[config.mk]
export PLATFORM = sky130hd
export DESIGN_NAME = condensed_decoder
export DESIGN_NICKNAME = d
export VERILOG_FILES = /design/src/rtl/cdec_pkg.sv /design/src/rtl/cdec_classify.sv /design/src/rtl/cdec_exec.sv /design/src/rtl/cdec_index.sv /design/src/rtl/condensed_decoder.sv
export SDC_FILE = /design/constraint.sdc
export NUM_CORES = 1
export LEC_CHECK = 0
export ABC_AREA = 1
export BUFFER_PORTS_ARGS = -buffer_cell sky130_fd_sc_hd__buf_2
export CORE_ASPECT_RATIO = 0.75
export CORE_MARGIN = 4
export CORE_UTILIZATION = 52
export CTS_CLUSTER_DIAMETER = 30
export DETAILED_ROUTE_END_ITERATION = 8
export HOLD_SLACK_MARGIN = 0.05
export PLACE_DENSITY = 0.78
export SYNTH_ARGS = -nofsm -noshare
export SYNTH_HDL_FRONTEND = slang
export SYNTH_SLANG_ARGS = --single-unit
[constraint.sdc]
create_clock -name clk -period 2.2 [get_ports clk]
set_clock_uncertainty 0.1 [all_clocks]
set_input_delay 0 -clock clk [delete_from_list [all_inputs] [get_ports clk]]
set_output_delay 0 -clock clk [all_outputs]
set_load 0.03 [all_outputs]
[src/rtl/cdec_pkg.sv]
package cdec_pkg;
  localparam int BYTE_W = 8;
  localparam int OPC_W  = 4;
  localparam int FLD_W  = 3;
  localparam int STAT_W = 3;

  localparam logic [OPC_W-1:0] OPC_CTRL = 4'hD;

  typedef enum logic [FLD_W-1:0] {
    CF_NOP   = 3'b000,
    CF_XNX   = 3'b010,
    CF_LONG  = 3'b100,
    CF_SHORT = 3'b101,
    CF_RET   = 3'b111
  } ctrl_fld_e;

  typedef struct packed {
    logic [OPC_W-1:0] opc;
    logic             sec;
    logic [FLD_W-1:0] fld;
  } head_t;
endpackage

[src/rtl/cdec_classify.sv]
module cdec_classify
  import cdec_pkg::*;
(
  input  logic [BYTE_W-1:0] head_byte,
  input  logic              short_mode,
  output logic              is_ctrl,
  output logic              two_byte
);
  head_t h;
  logic  wide_ctrl;

  always_comb begin
    h         = head_t'(head_byte);
    is_ctrl   = (h.opc == OPC_CTRL);
    wide_ctrl = is_ctrl && (h.sec || (h.fld == CF_XNX));
    two_byte  = !short_mode || wide_ctrl;
  end
endmodule

[src/rtl/cdec_exec.sv]
module cdec_exec
  import cdec_pkg::*;
(
  input  logic [BYTE_W-1:0] head_byte,
  input  logic [BYTE_W-1:0] tail_byte,
  input  logic [STAT_W-1:0] status,
  input  logic              short_mode,
  output logic              do_uop,
  output logic              do_ret,
  output logic              do_loop,
  output logic              next_short,
  output logic              idx_set,
  output logic [FLD_W-1:0]  idx_set_reg
);
  head_t h;

  always_comb begin
    h           = head_t'(head_byte);
    do_uop      = 1'b0;
    do_ret      = 1'b0;
    do_loop     = 1'b0;
    next_short  = short_mode;
    idx_set     = 1'b0;
    idx_set_reg = tail_byte[FLD_W-1:0];
    if (h.opc != OPC_CTRL) begin
      do_uop = 1'b1;
    end else if (h.sec) begin
      do_loop = |(h.fld & status);
    end else begin
      next_short = 1'b0;
      case (h.fld)
        CF_XNX:   idx_set    = 1'b1;
        CF_SHORT: next_short = 1'b1;
        CF_RET:   do_ret     = 1'b1;
        default:  next_short = 1'b0;
      endcase
    end
  end
endmodule

[src/rtl/cdec_index.sv]
module cdec_index
  import cdec_pkg::*;
(
  input  logic             clk,
  input  logic             rst,
  input  logic             clear,
  input  logic             set,
  input  logic [FLD_W-1:0] set_reg,
  input  logic             consume,
  output logic             pend,
  output logic [FLD_W-1:0] pend_reg
);
  always_ff @(posedge clk) begin
    if (rst || clear) begin
      pend     <= 1'b0;
      pend_reg <= '0;
    end else if (set) begin
      pend     <= 1'b1;
      pend_reg <= set_reg;
    end else if (consume) begin
      pend     <= 1'b0;
      pend_reg <= '0;
    end
  end

  AST_IDX_ONE_SHOT: assert property (@(posedge clk) disable iff (rst)
    $past(consume) && !$past(set) |-> !pend);
endmodule

[src/rtl/condensed_decoder.sv]
module condensed_decoder
  import cdec_pkg::*;
(
  input  logic              clk,
  input  logic              rst,
  input  logic              enter,
  input  logic              in_valid,
  input  logic [BYTE_W-1:0] in_data,
  output logic              in_ready,
  input  logic [STAT_W-1:0] status,
  output logic              uop_valid,
  output logic [OPC_W-1:0]  uop_opcode,
  output logic              uop_secondary,
  output logic              uop_short,
  output logic [FLD_W-1:0]  uop_reg,
  output logic [BYTE_W-1:0] uop_operand,
  output logic              idx_valid,
  output logic [FLD_W-1:0]  idx_reg,
  output logic              ret_req,
  output logic              loop_req,
  output logic [BYTE_W-1:0] loop_offset,
  output logic              mode_short
);
  logic              accept;
  logic              have_head;
  logic [BYTE_W-1:0] head_q;
  logic              cls_ctrl, cls_two;
  logic              finish;
  logic [BYTE_W-1:0] fin_head, fin_tail;
  logic              x_uop, x_ret, x_loop, x_short, x_idx_set;
  logic [FLD_W-1:0]  x_idx_reg;
  logic              pend;
  logic [FLD_W-1:0]  pend_reg;
  head_t             fh;

  assign in_ready = !rst && !enter;
  assign accept   = in_valid && in_ready;

  cdec_classify u_classify (
    .head_byte (in_data),
    .short_mode(mode_short),
    .is_ctrl   (cls_ctrl),
    .two_byte  (cls_two)
  );

  always_comb begin
    finish   = 1'b0;
    fin_head = in_data;
    fin_tail = '0;
    if (accept) begin
      if (have_head) begin
        finish   = 1'b1;
        fin_head = head_q;
        fin_tail = in_data;
      end else if (!cls_two) begin
        finish   = 1'b1;
      end
    end
    fh = head_t'(fin_head);
  end

  cdec_exec u_exec (
    .head_byte  (fin_head),
    .tail_byte  (fin_tail),
    .status     (status),
    .short_mode (mode_short),
    .do_uop     (x_uop),
    .do_ret     (x_ret),
    .do_loop    (x_loop),
    .next_short (x_short),
    .idx_set    (x_idx_set),
    .idx_set_reg(x_idx_reg)
  );

  cdec_index u_index (
    .clk     (clk),
    .rst     (rst),
    .clear   (enter),
    .set     (finish && x_idx_set),
    .set_reg (x_idx_reg),
    .consume (finish && x_uop),
    .pend    (pend),
    .pend_reg(pend_reg)
  );

  always_ff @(posedge clk) begin
    if (rst || enter) begin
      have_head <= 1'b0;
      head_q    <= '0;
      mode_short <= 1'b0;
    end else begin
      if (accept && !have_head && cls_two) begin
        have_head <= 1'b1;
        head_q    <= in_data;
      end else if (finish) begin
        have_head <= 1'b0;
      end
      if (finish) mode_short <= x_short;
    end
  end

  always_ff @(posedge clk) begin
    if (rst || enter) begin
      uop_valid     <= 1'b0;
      uop_opcode    <= '0;
      uop_secondary <= 1'b0;
      uop_short     <= 1'b0;
      uop_reg       <= '0;
      uop_operand   <= '0;
      idx_valid     <= 1'b0;
      idx_reg       <= '0;
      ret_req       <= 1'b0;
      loop_req      <= 1'b0;
      loop_offset   <= '0;
    end else begin
      uop_valid <= finish && x_uop;
      ret_req   <= finish && x_ret;
      loop_req  <= finish && x_loop;
      if (finish && x_uop) begin
        uop_opcode    <= fh.opc;
        uop_secondary <= fh.sec;
        uop_short     <= mode_short;
        uop_reg       <= fh.fld;
        uop_operand   <= mode_short ? '0 : fin_tail;
        idx_valid     <= pend;
        idx_reg       <= pend ? pend_reg : '0;
      end else begin
        idx_valid     <= 1'b0;
      end
      if (finish && x_loop) loop_offset <= fin_tail;
    end
  end

  AST_ONE_PULSE: assert property (@(posedge clk) disable iff (rst)
    $onehot0({uop_valid, ret_req, loop_req}));
  AST_IDX_WITH_UOP: assert property (@(posedge clk) disable iff (rst)
    idx_valid |-> uop_valid);
  AST_RET_LONG: assert property (@(posedge clk) disable iff (rst)
    ret_req |-> !mode_short);
  AST_LOOP_KEEPS_MODE: assert property (@(posedge clk) disable iff (rst)
    loop_req |-> mode_short == $past(mode_short));
  AST_SHORT_NO_OPERAND: assert property (@(posedge clk) disable iff (rst)
    uop_valid && uop_short |-> uop_operand == '0);
  AST_ENTER_LONG: assert property (@(posedge clk) disable iff (rst)
    $past(enter) |-> !mode_short && !pend);
endmodule

==> results of run 1 <==
[power by group through the flow]
stage               registers [mW]  clock network, mW  logic [mW]
global route                 0.847              0.558       0.159
CTS                          0.845              0.525       0.141
global placement             0.864                  0       0.124
floorplan                    0.864                  0      0.0860
detailed placement           0.865                  0       0.125
finish                       0.845              0.518       0.145
[metal layers]
layer,wire [um],up-vias
met5,0,-
met4,85,0
met3,376,9
met2,2280,90
met1,2410,921
li1,-,1056
[path summary, 6_finish.rpt]
kind	startpoint	end	cells after the start
setup / recovery	in_data[5]	head_q[4]	13
hold / removal	enter	loop_offset[2]	5
hold reg to reg	uop_opcode[1]	uop_opcode[1]	2
setup reg to reg	have_head	loop_offset[4]	11
[area by class of cell]
| class | instances | area [sq um] |
|---|---|---|
| inverters | 32 | 120 |
| well taps | 52 | 65.1 |
| fillers | 347 | 1190 |
| clock buffers | 5 | 68.8 |
| flip-flops and latches | 46 | 922 |
| repair buffers | 67 | 413 |
| clock inverters | 3 | 21.3 |
| multi-input cells | 205 | 935 |
[cells by family after synthesis]
logic type,Yosys count,share of synthesized area
AOI/OAI and AO/OA,41,0.102
buffers and inverters,43,0.0919
DFF,46,0.451
and+or+nand+nor,164,0.356
[stage by stage]
| step | instances | hold slack (ns) | total power, mW | util | setup WS (ns) |
|---|---|---|---|---|---|
| after floorplan | 294 | 0.0700 | 0.950 | - | 0.536 |
| after global placement | 390 | 0.227 | 0.988 | 0.625 | 0.238 |
| after detailed placement | 390 | 0.231 | 0.989 | 0.625 | 0.151 |
| after CTS | 410 | 0.103 | 1.51 | 0.682 | 0.0834 |
| after global routing | 410 | 0.117 | 1.56 | 0.682 | 0.0300 |
| final | 410 | 0.109 | 1.51 | 0.682 | 0.125 |
[worst max-delay path: stages]
cell	delay, ns
dlygate4sd3_1	0.54
buf_2	0.13
inv_1	0.11
nand2_1	0.07
nor2_1	0.10
nand2_1	0.07
nand2_1	0.07
nand2_1	0.07
nor2_1	0.12
inv_2	0.13
nand3_1	0.09
o21ai_0	0.09
dlygate4sd3_1	0.57
[placed cells by master, fill, tap and decap left out, types with 2 or more instances in the layout]
cell type / count
a21oi_1: 27
buf_2: 48
buf_4: 7
clkbuf_8: 5
dfxtp_1: 45
dlygate4sd3_1: 12
inv_1: 29
inv_2: 3
nand2_1: 82
nand2_2: 2
nand2_4: 2
nand3_1: 23
nand4_1: 7
nor2_1: 35
nor2_2: 4
nor2_4: 3
nor3_1: 5
o21ai_0: 12
[what timing repair did]
action,4_1_cts,5_1_grt
hold endpoints to repair,13,0
setup endpoints to repair,0,19
hold buffers,12,0
gates resized for setup,0,2
[cell usage after synthesis (2+ instances only)]
cell      instances  area [sq um]
nand2_1          82           308
dfxtp_1          46           921
nor2_1           35           131
inv_1            30           113
a21oi_1          27           135
nand3_1          23           115
o21ai_0          12          60.1
nand4_1           7          43.8
clkbuf_1          5          18.8
nor3_1            5          25.0
nor2_2            4          25.0
buf_2             3          15.0
nor2_4            3          33.8
inv_2             2          7.51
nand2_2           2          12.5
nand2_4           2          22.5
==> results.py, run 1 <==
metrics = {
    "logic_synthesis": {
        "synthArstFlopShare": 0,
        "synthesis.area_sq_um": 2040,
        "ys_seq_area_frac": 0.451,
        "synth_warnings": 0,
        "synth_flop_cell": "dfxtp_1",
        "syn-instance-count": 294,
        "avgSynthCellArea_sq_um": 6.95,
        "synth_cell_types": 22,
        "synth_edf_count": 0,
        "syn_nets": 309,
        "ys_ff_latch": 46,
    },
    "global_route": {
        "grt_max_degree": 24,
        "antenna_found_initial": 0,
        "grt_util_met3": 0.0448,
        "grt_overflow_total": 0,
        "grt_pass1_wl_um": 8710,
        "use_met1": 0.303,
        "grtUsageTotal": 0.218,
        "grt.busiest_layer": "met2",
        "grtUsageMet2": 0.337,
        "grt_pass1_vias": 1922,
    },
    "drt": {
        "drtIter0Drc": 200,
        "drc_errors": 0,
        "drt_wl_total_um": 5160,
        "wl_per_cell_um": 12.6,
        "ant_nets": 0,
        "viasPerCell": 5.06,
        "dr_total_vias": 2076,
        "drt_pre_antenna_iters": 5,
    },
    "placed_design": {
        "portBuffers": 48,
        "hpwl_um": 3700,
        "gp_congestion": 0.932,
        "place_area_sq_um": 2330,
    },
    "timing": {
        "setup_viol": 0,
        "finalCritPeriodShare": 0.943,
        "fin_tns_setup_ns": 0,
        "hold_viol": 0,
        "fmax_ghz": 0.482,
        "relSlewSlack": 0.753,
        "worst_pin_slew_ns": 0.370,
        "drv_slew": 0,
        "fin_crit_ns": 2.08,
        "grt_setup_unrepaired": "false",
    },
    "clock_network": {
        "cts_setup_buffers": 0,
        "cts_sinks": 46,
        "cts_tree": "yes",
        "clkLatencyLatePin_ns": 0.30,
        "clockBufferDepth": 2,
        "numCtsBuffers": 5,
        "cts-root-buf": "clkbuf_8",
        "ctsHtreeMaxLevel": 2,
        "path_clk_slew_ns": 0.09,
    },
    "critical_path": {
        "crit_path_start_kind": "primary input",
        "rrSetupSlack_ns": 0.25,
        "critPathCaptureType": "register",
        "critPathKind": "in -> reg",
        "arrival_ns": 2.16,
        "cp.required_ns": 2.29,
        "critical_path.max_fanout": 17,
    },
    "layout": {
        "area_growth_pct": 24.6,
        "drive_gt1_frac": 0.221,
        "nets": 372,
        "top_regs": "head_q (8), loop_offset (8), uop_operand (8)",
        "fin_area_sq_um": 2540,
        "antennaDiodeCount": 0,
    },
    "power": {
        "swShare": 0.261,
        "p_comb_frac": 0.096,
        "vdd_drop_max_mv": 0.434,
        "p_switching_mw": 0.394,
        "clkPwrFrac": 0.344,
        "powerDensity_nw_per_um2": 593,
        "p_leak_nw": 1.17,
        "p_int_mw": 1.11,
        "seqPwrFrac": 0.560,
    },
    "floorplanning": {
        "die-area_sq_um": 5010,
        "initial_core_util": 0.547,
        "ios": 49,
        "core_sq_um": 3730,
        "die_w_um": 80.4,
        "fp.dieH_um": 62.3,
        "rows": 19,
    },
    "job": {
        "max_cap_violations": 0,
    },
    "min_path": {
        "hold_path_class": "in -> reg",
    },
    "run_status": {
        "outcome": "complete, no violations",
    },
}
Power figures use the tool's default switching activity.
==> run 2: changes to the inputs <==
--- a/config.mk
+++ b/config.mk
@@ -5,15 +5,15 @@
 export SDC_FILE = /design/constraint.sdc
 export NUM_CORES = 1
 export LEC_CHECK = 0
-export ABC_AREA = 1
 export BUFFER_PORTS_ARGS = -buffer_cell sky130_fd_sc_hd__buf_2
 export CORE_ASPECT_RATIO = 0.75
 export CORE_MARGIN = 4
-export CORE_UTILIZATION = 52
+export CORE_UTILIZATION = 53
 export CTS_CLUSTER_DIAMETER = 30
 export DETAILED_ROUTE_END_ITERATION = 8
 export HOLD_SLACK_MARGIN = 0.05
 export PLACE_DENSITY = 0.78
 export SYNTH_ARGS = -nofsm -noshare
 export SYNTH_HDL_FRONTEND = slang
+export SYNTH_HIERARCHICAL = 1
 export SYNTH_SLANG_ARGS = --single-unit
==> run 2 against run 1 <==
The flow now finishes with violations (setup timing). Fmax down 10%. Global-route usage up 3.9 points. Clock-buffer cell count unchanged. Highest routed layer unchanged.
==> results.py, run 2 <==
metrics = {
    "layout": {
        "fin_area_sq_um": 3070,
        "nFillCells": 228,
        "drive_gt1_frac": 0.429,
        "area_growth_pct": 41.5,
        "antennaDiodeCount": 0,
        "fin_util": 0.808,
        "nets": 336,
        "final_common_cell": "buf_2",
        "top_regs": "head_q (8), loop_offset (8), uop_operand (8)",
        "layout.cells.non_filler": 374,
        "final_cell_mix": "48 x buf_2, 45 x dfxtp_1, 32 x nand2_1, 32 x buf_4, 12 x a21oi_1",
    },
    "placed_design": {
        "dp_cells": 346,
        "gp_congestion": 0.906,
        "portBuffers": 48,
        "place_area_sq_um": 2600,
        "hpwl_um": 4090,
    },
    "power": {
        "seqPwrFrac": 0.467,
        "swShare": 0.236,
        "p_switching_mw": 0.428,
        "powerDensity_nw_per_um2": 589,
        "total_power_mw": 1.81,
        "clkPwrFrac": 0.423,
        "p_int_mw": 1.38,
        "p_leak_nw": 1.39,
        "vdd_drop_max_mv": 0.518,
        "p_comb_frac": 0.110,
    },
    "logic_synthesis": {
        "avgSynthCellArea_sq_um": 8.93,
        "syn-instance-count": 243,
        "synth_warnings": 6,
        "synthesis.area_sq_um": 2170,
        "syn_nets": 258,
    },
    "timing": {
        "whs_ns": 0.209,
        "hold_viol": 0,
        "finalCritPeriodShare": 1.05,
        "fin_ws_ns": -0.113,
        "setup_viol": 22,
        "relSlewSlack": 0.650,
        "fmax_ghz": 0.432,
        "grt_setup_unrepaired": "true",
        "worst_pin_slew_ns": 0.523,
        "drv_slew": 0,
        "fin_crit_ns": 2.31,
    },
    "floorplanning": {
        "core_sq_um": 3800,
        "die_w_um": 81.9,
        "rows": 19,
        "initial_core_util": 0.571,
        "fp.dieH_um": 63.4,
        "ios": 49,
        "die-area_sq_um": 5190,
    },
    "drt": {
        "drt_pre_antenna_iters": 5,
        "drc_errors": 0,
        "dr_total_vias": 2228,
        "wl_per_cell_um": 18.3,
        "ant_nets": 0,
        "viasPerCell": 5.96,
        "drtIter0Drc": 181,
        "drt_wl_total_um": 6860,
    },
    "clock_network": {
        "clkLatencyLatePin_ns": 0.31,
        "ctsHtreeMaxLevel": 2,
        "clockBufferDepth": 2,
        "cts-root-buf": "clkbuf_8",
        "cts_tree": "yes",
        "cts_sinks": 46,
        "numCtsBuffers": 5,
        "path_clk_slew_ns": 0.09,
    },
    "critical_path": {
        "critPathKind": "reg -> reg",
        "rrSetupSlack_ns": -0.11,
        "cp.required_ns": 2.33,
        "critical_path.max_fanout": 6,
        "worstReg2RegStart": "have_head",
        "critPathCaptureType": "register",
        "worstReg2RegEnd": "loop_offset[0]",
        "reg2reg_depth": 9,
        "arrival_ns": 2.45,
        "crit_path_start_kind": "register",
    },
    "min_path": {
        "min_from": "enter",
        "hold_path_class": "in -> reg",
        "hold_path_depth": 5,
        "holdPathEnd": "head_q[5]",
    },
    "global_route": {
        "grt_pass1_vias": 2118,
        "antenna_found_initial": 0,
        "grtUsageTotal": 0.257,
        "grt_overflow_total": 0,
        "grt_max_degree": 26,
        "grt_pass1_wl_um": 10400,
    },
    "run_status": {
        "outcome": "finished with violations",
        "failed_checks": "setup timing",
    },
    "job": {
        "max_cap_violations": 0,
    },
}
-- run 2: changes by cell type in the layout (fill, tap and decap cells not counted), moves of 8 or more --
cell / change
o31ai_1: +8
inv_1: -23
a21oi_1: -15
o311a_1: +8
nand3_1: -14
buf_4: +25
mux2i_1: +8
a31o_2: +8
nand2_1: -50
nor2_1: -33
-- run 2: what timing repair did --
item,4_1_cts,5_1_grt
resized for setup,17,21
cloned,1,1
setup endpoints to repair,16,36
buffers inserted,6,2
pin swaps,4,8
hold buffers,11,0
endpoints found under the hold margin,18,0
-- run 2: layer usage --
layer | vias to the layer above | wire (um) | global-route usage
li1 | 1047 | - | -
met1 | 1026 | 2730 | 0.351
met2 | 131 | 3290 | 0.395
met3 | 24 | 664 | 0.0527
met4 | 0 | 178 | 0.0975
met5 | - | 0 | 0
-- run 2: power by group through the flow --
stage / clock network (mW) / logic, mW / registers [mW]
floorplan: 0 / 0.0798 / 0.863
global placement: 0 / 0.150 / 0.862
detailed placement: 0 / 0.151 / 0.862
CTS: 0.767 / 0.179 / 0.844
global route: 0.809 / 0.209 / 0.845
finish: 0.766 / 0.199 / 0.844
-- run 2: metrics by stage --
| step | worst slack, ns | setup TNS (ns) |
|---|---|---|
| final | -0.113 | -0.989 |
| after detailed placement | -0.113 | -0.449 |
| after floorplan | 0.000667 | 0 |
| after CTS | -0.00214 | -0.00214 |
| after global placement | -0.0311 | -0.0942 |
| after global routing | -0.201 | -3.22 |
-- run 2: worst max-delay path by stage --
stage / from / to / slack [ns] / cells past startpoint
after CTS: have_head / loop_offset[0] / -0.002 / 9
after floorplan: have_head / u_index/pend_reg[0] / 0.0007 / 9
after global placement: have_head / u_index/pend_reg[0] / -0.03 / 8
after global routing: have_head / loop_offset[0] / -0.20 / 9
final: have_head / loop_offset[0] / -0.11 / 9
after detailed placement: have_head / u_index/pend_reg[1] / -0.11 / 8
-- run 2: cell type report --
class                   instances  area [sq um]  area share
multi-input cells             163          1240       0.404
flip-flops and latches         46           922       0.300
repair buffers                 96           669       0.218
clock buffers                   5          68.8      0.0224
clock inverters                 3          68.8      0.0224
well taps                      52          65.1      0.0212
inverters                       9          36.3      0.0118
-- run 2: worst max-delay path: stages, from the launching register on --
cell and delay (ns):
dfxtp_2 0.35, nor4bb_4 0.25, buf_6 0.19, buf_6 0.11
mux2_4 0.31, a222oi_1 0.34, nor3b_2 0.09, nand3_2 0.13
buf_12 0.13, mux2i_2 0.22
==> run 3: changes to the inputs <==
--- a/config.mk
+++ b/config.mk
@@ -11,8 +11,9 @@
 export CORE_UTILIZATION = 53
 export CTS_CLUSTER_DIAMETER = 30
 export DETAILED_ROUTE_END_ITERATION = 8
-export HOLD_SLACK_MARGIN = 0.05
-export PLACE_DENSITY = 0.78
+export GPL_TIMING_DRIVEN = 0
+export HOLD_SLACK_MARGIN = 0.02
+export PLACE_DENSITY = 0.75
 export SYNTH_ARGS = -nofsm -noshare
 export SYNTH_HDL_FRONTEND = slang
 export SYNTH_HIERARCHICAL = 1
==> run 3 against run 2 <==
The run still ends with setup timing left. Combinational power down 3%. Critical endpoint is now u_index/pend_reg[1]. First-iteration DRC count rose by 19%. Sequential power about the same.
==> results.py, run 3 (synthesis results as in run 2) <==
metrics = {
    "drt": {
        "viasPerCell": 5.89,
        "drt_wl_total_um": 6400,
        "dr_total_vias": 2220,
        "ant_nets": 0,
        "wl_per_cell_um": 17.0,
        "drc_errors": 0,
        "drt_pre_antenna_iters": 5,
        "drtIter0Drc": 215,
    },
    "floorplanning": {
        "die_w_um": 81.9,
        "die-area_sq_um": 5190,
        "initial_core_util": 0.571,
        "fp.dieH_um": 63.4,
        "core_sq_um": 3800,
        "rows": 19,
        "ios": 49,
    },
    "global_route": {
        "use_met1": 0.325,
        "antenna_found_initial": 0,
        "grt_pass1_vias": 1989,
        "grt.busiest_layer": "met2",
        "grtUsageTotal": 0.232,
        "grt_overflow_total": 0,
        "grt_util_met3": 0.0484,
        "grtUsageMet2": 0.355,
        "grt_max_degree": 15,
        "grt_pass1_wl_um": 9440,
    },
    "placed_design": {
        "portBuffers": 48,
        "gp_congestion": 0.828,
        "dp_slack_ns": -0.369,
        "dp_cells": 343,
        "hpwl_um": 3930,
        "place_area_sq_um": 2490,
    },
    "critical_path": {
        "arrival_ns": 2.49,
        "cp_slowest_stage_delay_ns": 0.35,
        "critPathCaptureType": "register",
        "cpMaxStageDelayCell": "nor4_1",
        "critPathKind": "reg -> reg",
        "cp.required_ns": 2.33,
        "crit_path_start_kind": "register",
        "critical_path.max_fanout": 7,
        "crit_chain": "nor4bb_4, buf_6, mux2_4, nand4b_4, nor4_1, and3_2, nand2_1, a21oi_1",
    },
    "timing": {
        "fmax_ghz": 0.425,
        "hold_viol": 0,
        "fin_crit_ns": 2.35,
        "relSlewSlack": 0.540,
        "fin_tns_setup_ns": -1.12,
        "drv_slew": 0,
        "grt_setup_unrepaired": "true",
        "finalCritPeriodShare": 1.07,
        "worst_pin_slew_ns": 0.690,
        "fin_ws_ns": -0.153,
        "setup_viol": 12,
    },
    "layout": {
        "area_growth_pct": 40.1,
        "drive_gt1_frac": 0.415,
        "final_cell_mix": "50 x buf_2, 44 x dfxtp_1, 32 x nand2_1, 17 x buf_4, 12 x a21oi_1",
        "final_common_cell": "buf_2",
        "top_regs": "head_q (8), loop_offset (8), uop_operand (8)",
        "fin_area_sq_um": 3040,
        "antennaDiodeCount": 0,
        "layout.cells.non_filler": 377,
        "nets": 340,
    },
    "clock_network": {
        "ctsHtreeMaxLevel": 2,
        "numCtsBuffers": 5,
        "cts_sinks": 46,
        "cts-root-buf": "clkbuf_8",
        "path_clk_slew_ns": 0.09,
        "clkLatencyLatePin_ns": 0.30,
        "cts_tree": "yes",
        "clockBufferDepth": 2,
    },
    "min_path": {
        "hold_path_class": "in -> reg",
    },
    "run_status": {
        "outcome": "finished with violations",
        "failed_checks": "setup timing",
    },
    "power": {
        "p_leak_nw": 1.35,
        "total_power_mw": 1.53,
        "powerDensity_nw_per_um2": 504,
        "vdd_drop_max_mv": 0.534,
    },
    "job": {
        "max_cap_violations": 0,
    },
}
run 3: final timing paths:
check / start / slack [ns] / cells after the start / endpoint
setup / recovery: have_head / -0.15 / 8 / u_index/pend_reg[1]
hold / removal: in_valid / 0.08 / 4 / mode_short
setup reg to reg: have_head / -0.15 / 8 / u_index/pend_reg[1]
hold reg to reg: loop_offset[5] / 0.36 / 2 / loop_offset[5]
run 3: power breakdown:
part / leakage, nW / total (mW) / internal, mW / switching [mW]
clock network: 0.0438 / 0.496 / 0.214 / 0.282
registers: 0.372 / 0.843 / 0.839 / 0.00376
logic: 0.937 / 0.193 / 0.0803 / 0.112
total: 1.35 / 1.53 / 1.13 / 0.398
run 3: stage by stage:
step	util	hold slack, ns
finish	0.800	0.0844
global route	0.800	0.114
CTS	0.750	0.0336
detailed placement	0.654	0.191
global placement	0.654	0.182
floorplan	-	0.0304
run 3: critical path: cells and delay by family (launching register included):
family	cells	cell delay, ns
buffers and inverters	1	0.19
flip-flops	1	0.34
multiplexers	1	0.32
AND/OR/NAND/NOR	5	1.18
AO/OA/AOI/OAI	1	0.16
run 3: per-layer routing:
| layer | vias to the layer above | wire (um) |
|---|---|---|
| met2 | 100 | 3010 |
| li1 | 1045 | - |
| met3 | 16 | 462 |
| met5 | - | 0 |
| met1 | 1059 | 2830 |
| met4 | 0 | 103 |
run 3: timing repair:
item                                    in CTS  in global routing
buffers inserted                             9                  6
endpoints found under the hold margin       22                  0
hold buffers                                11                  0
gates resized for setup                     30                 46
endpoints found under the setup margin      35                 42
pin swaps                                   13                  9
cloned                                       1                  0
run 3: layout make-up:
cell class	count	area (sq um)
Tap cell	52	65.1
Clock buffer	5	68.8
Clock inverter	2	10.0
Inverter	9	46.3
Fill cell	253	762
Buffer	25	178
Multi-Input combinational cell	163	1270
Sequential cell	46	923
Timing Repair Buffer	75	478
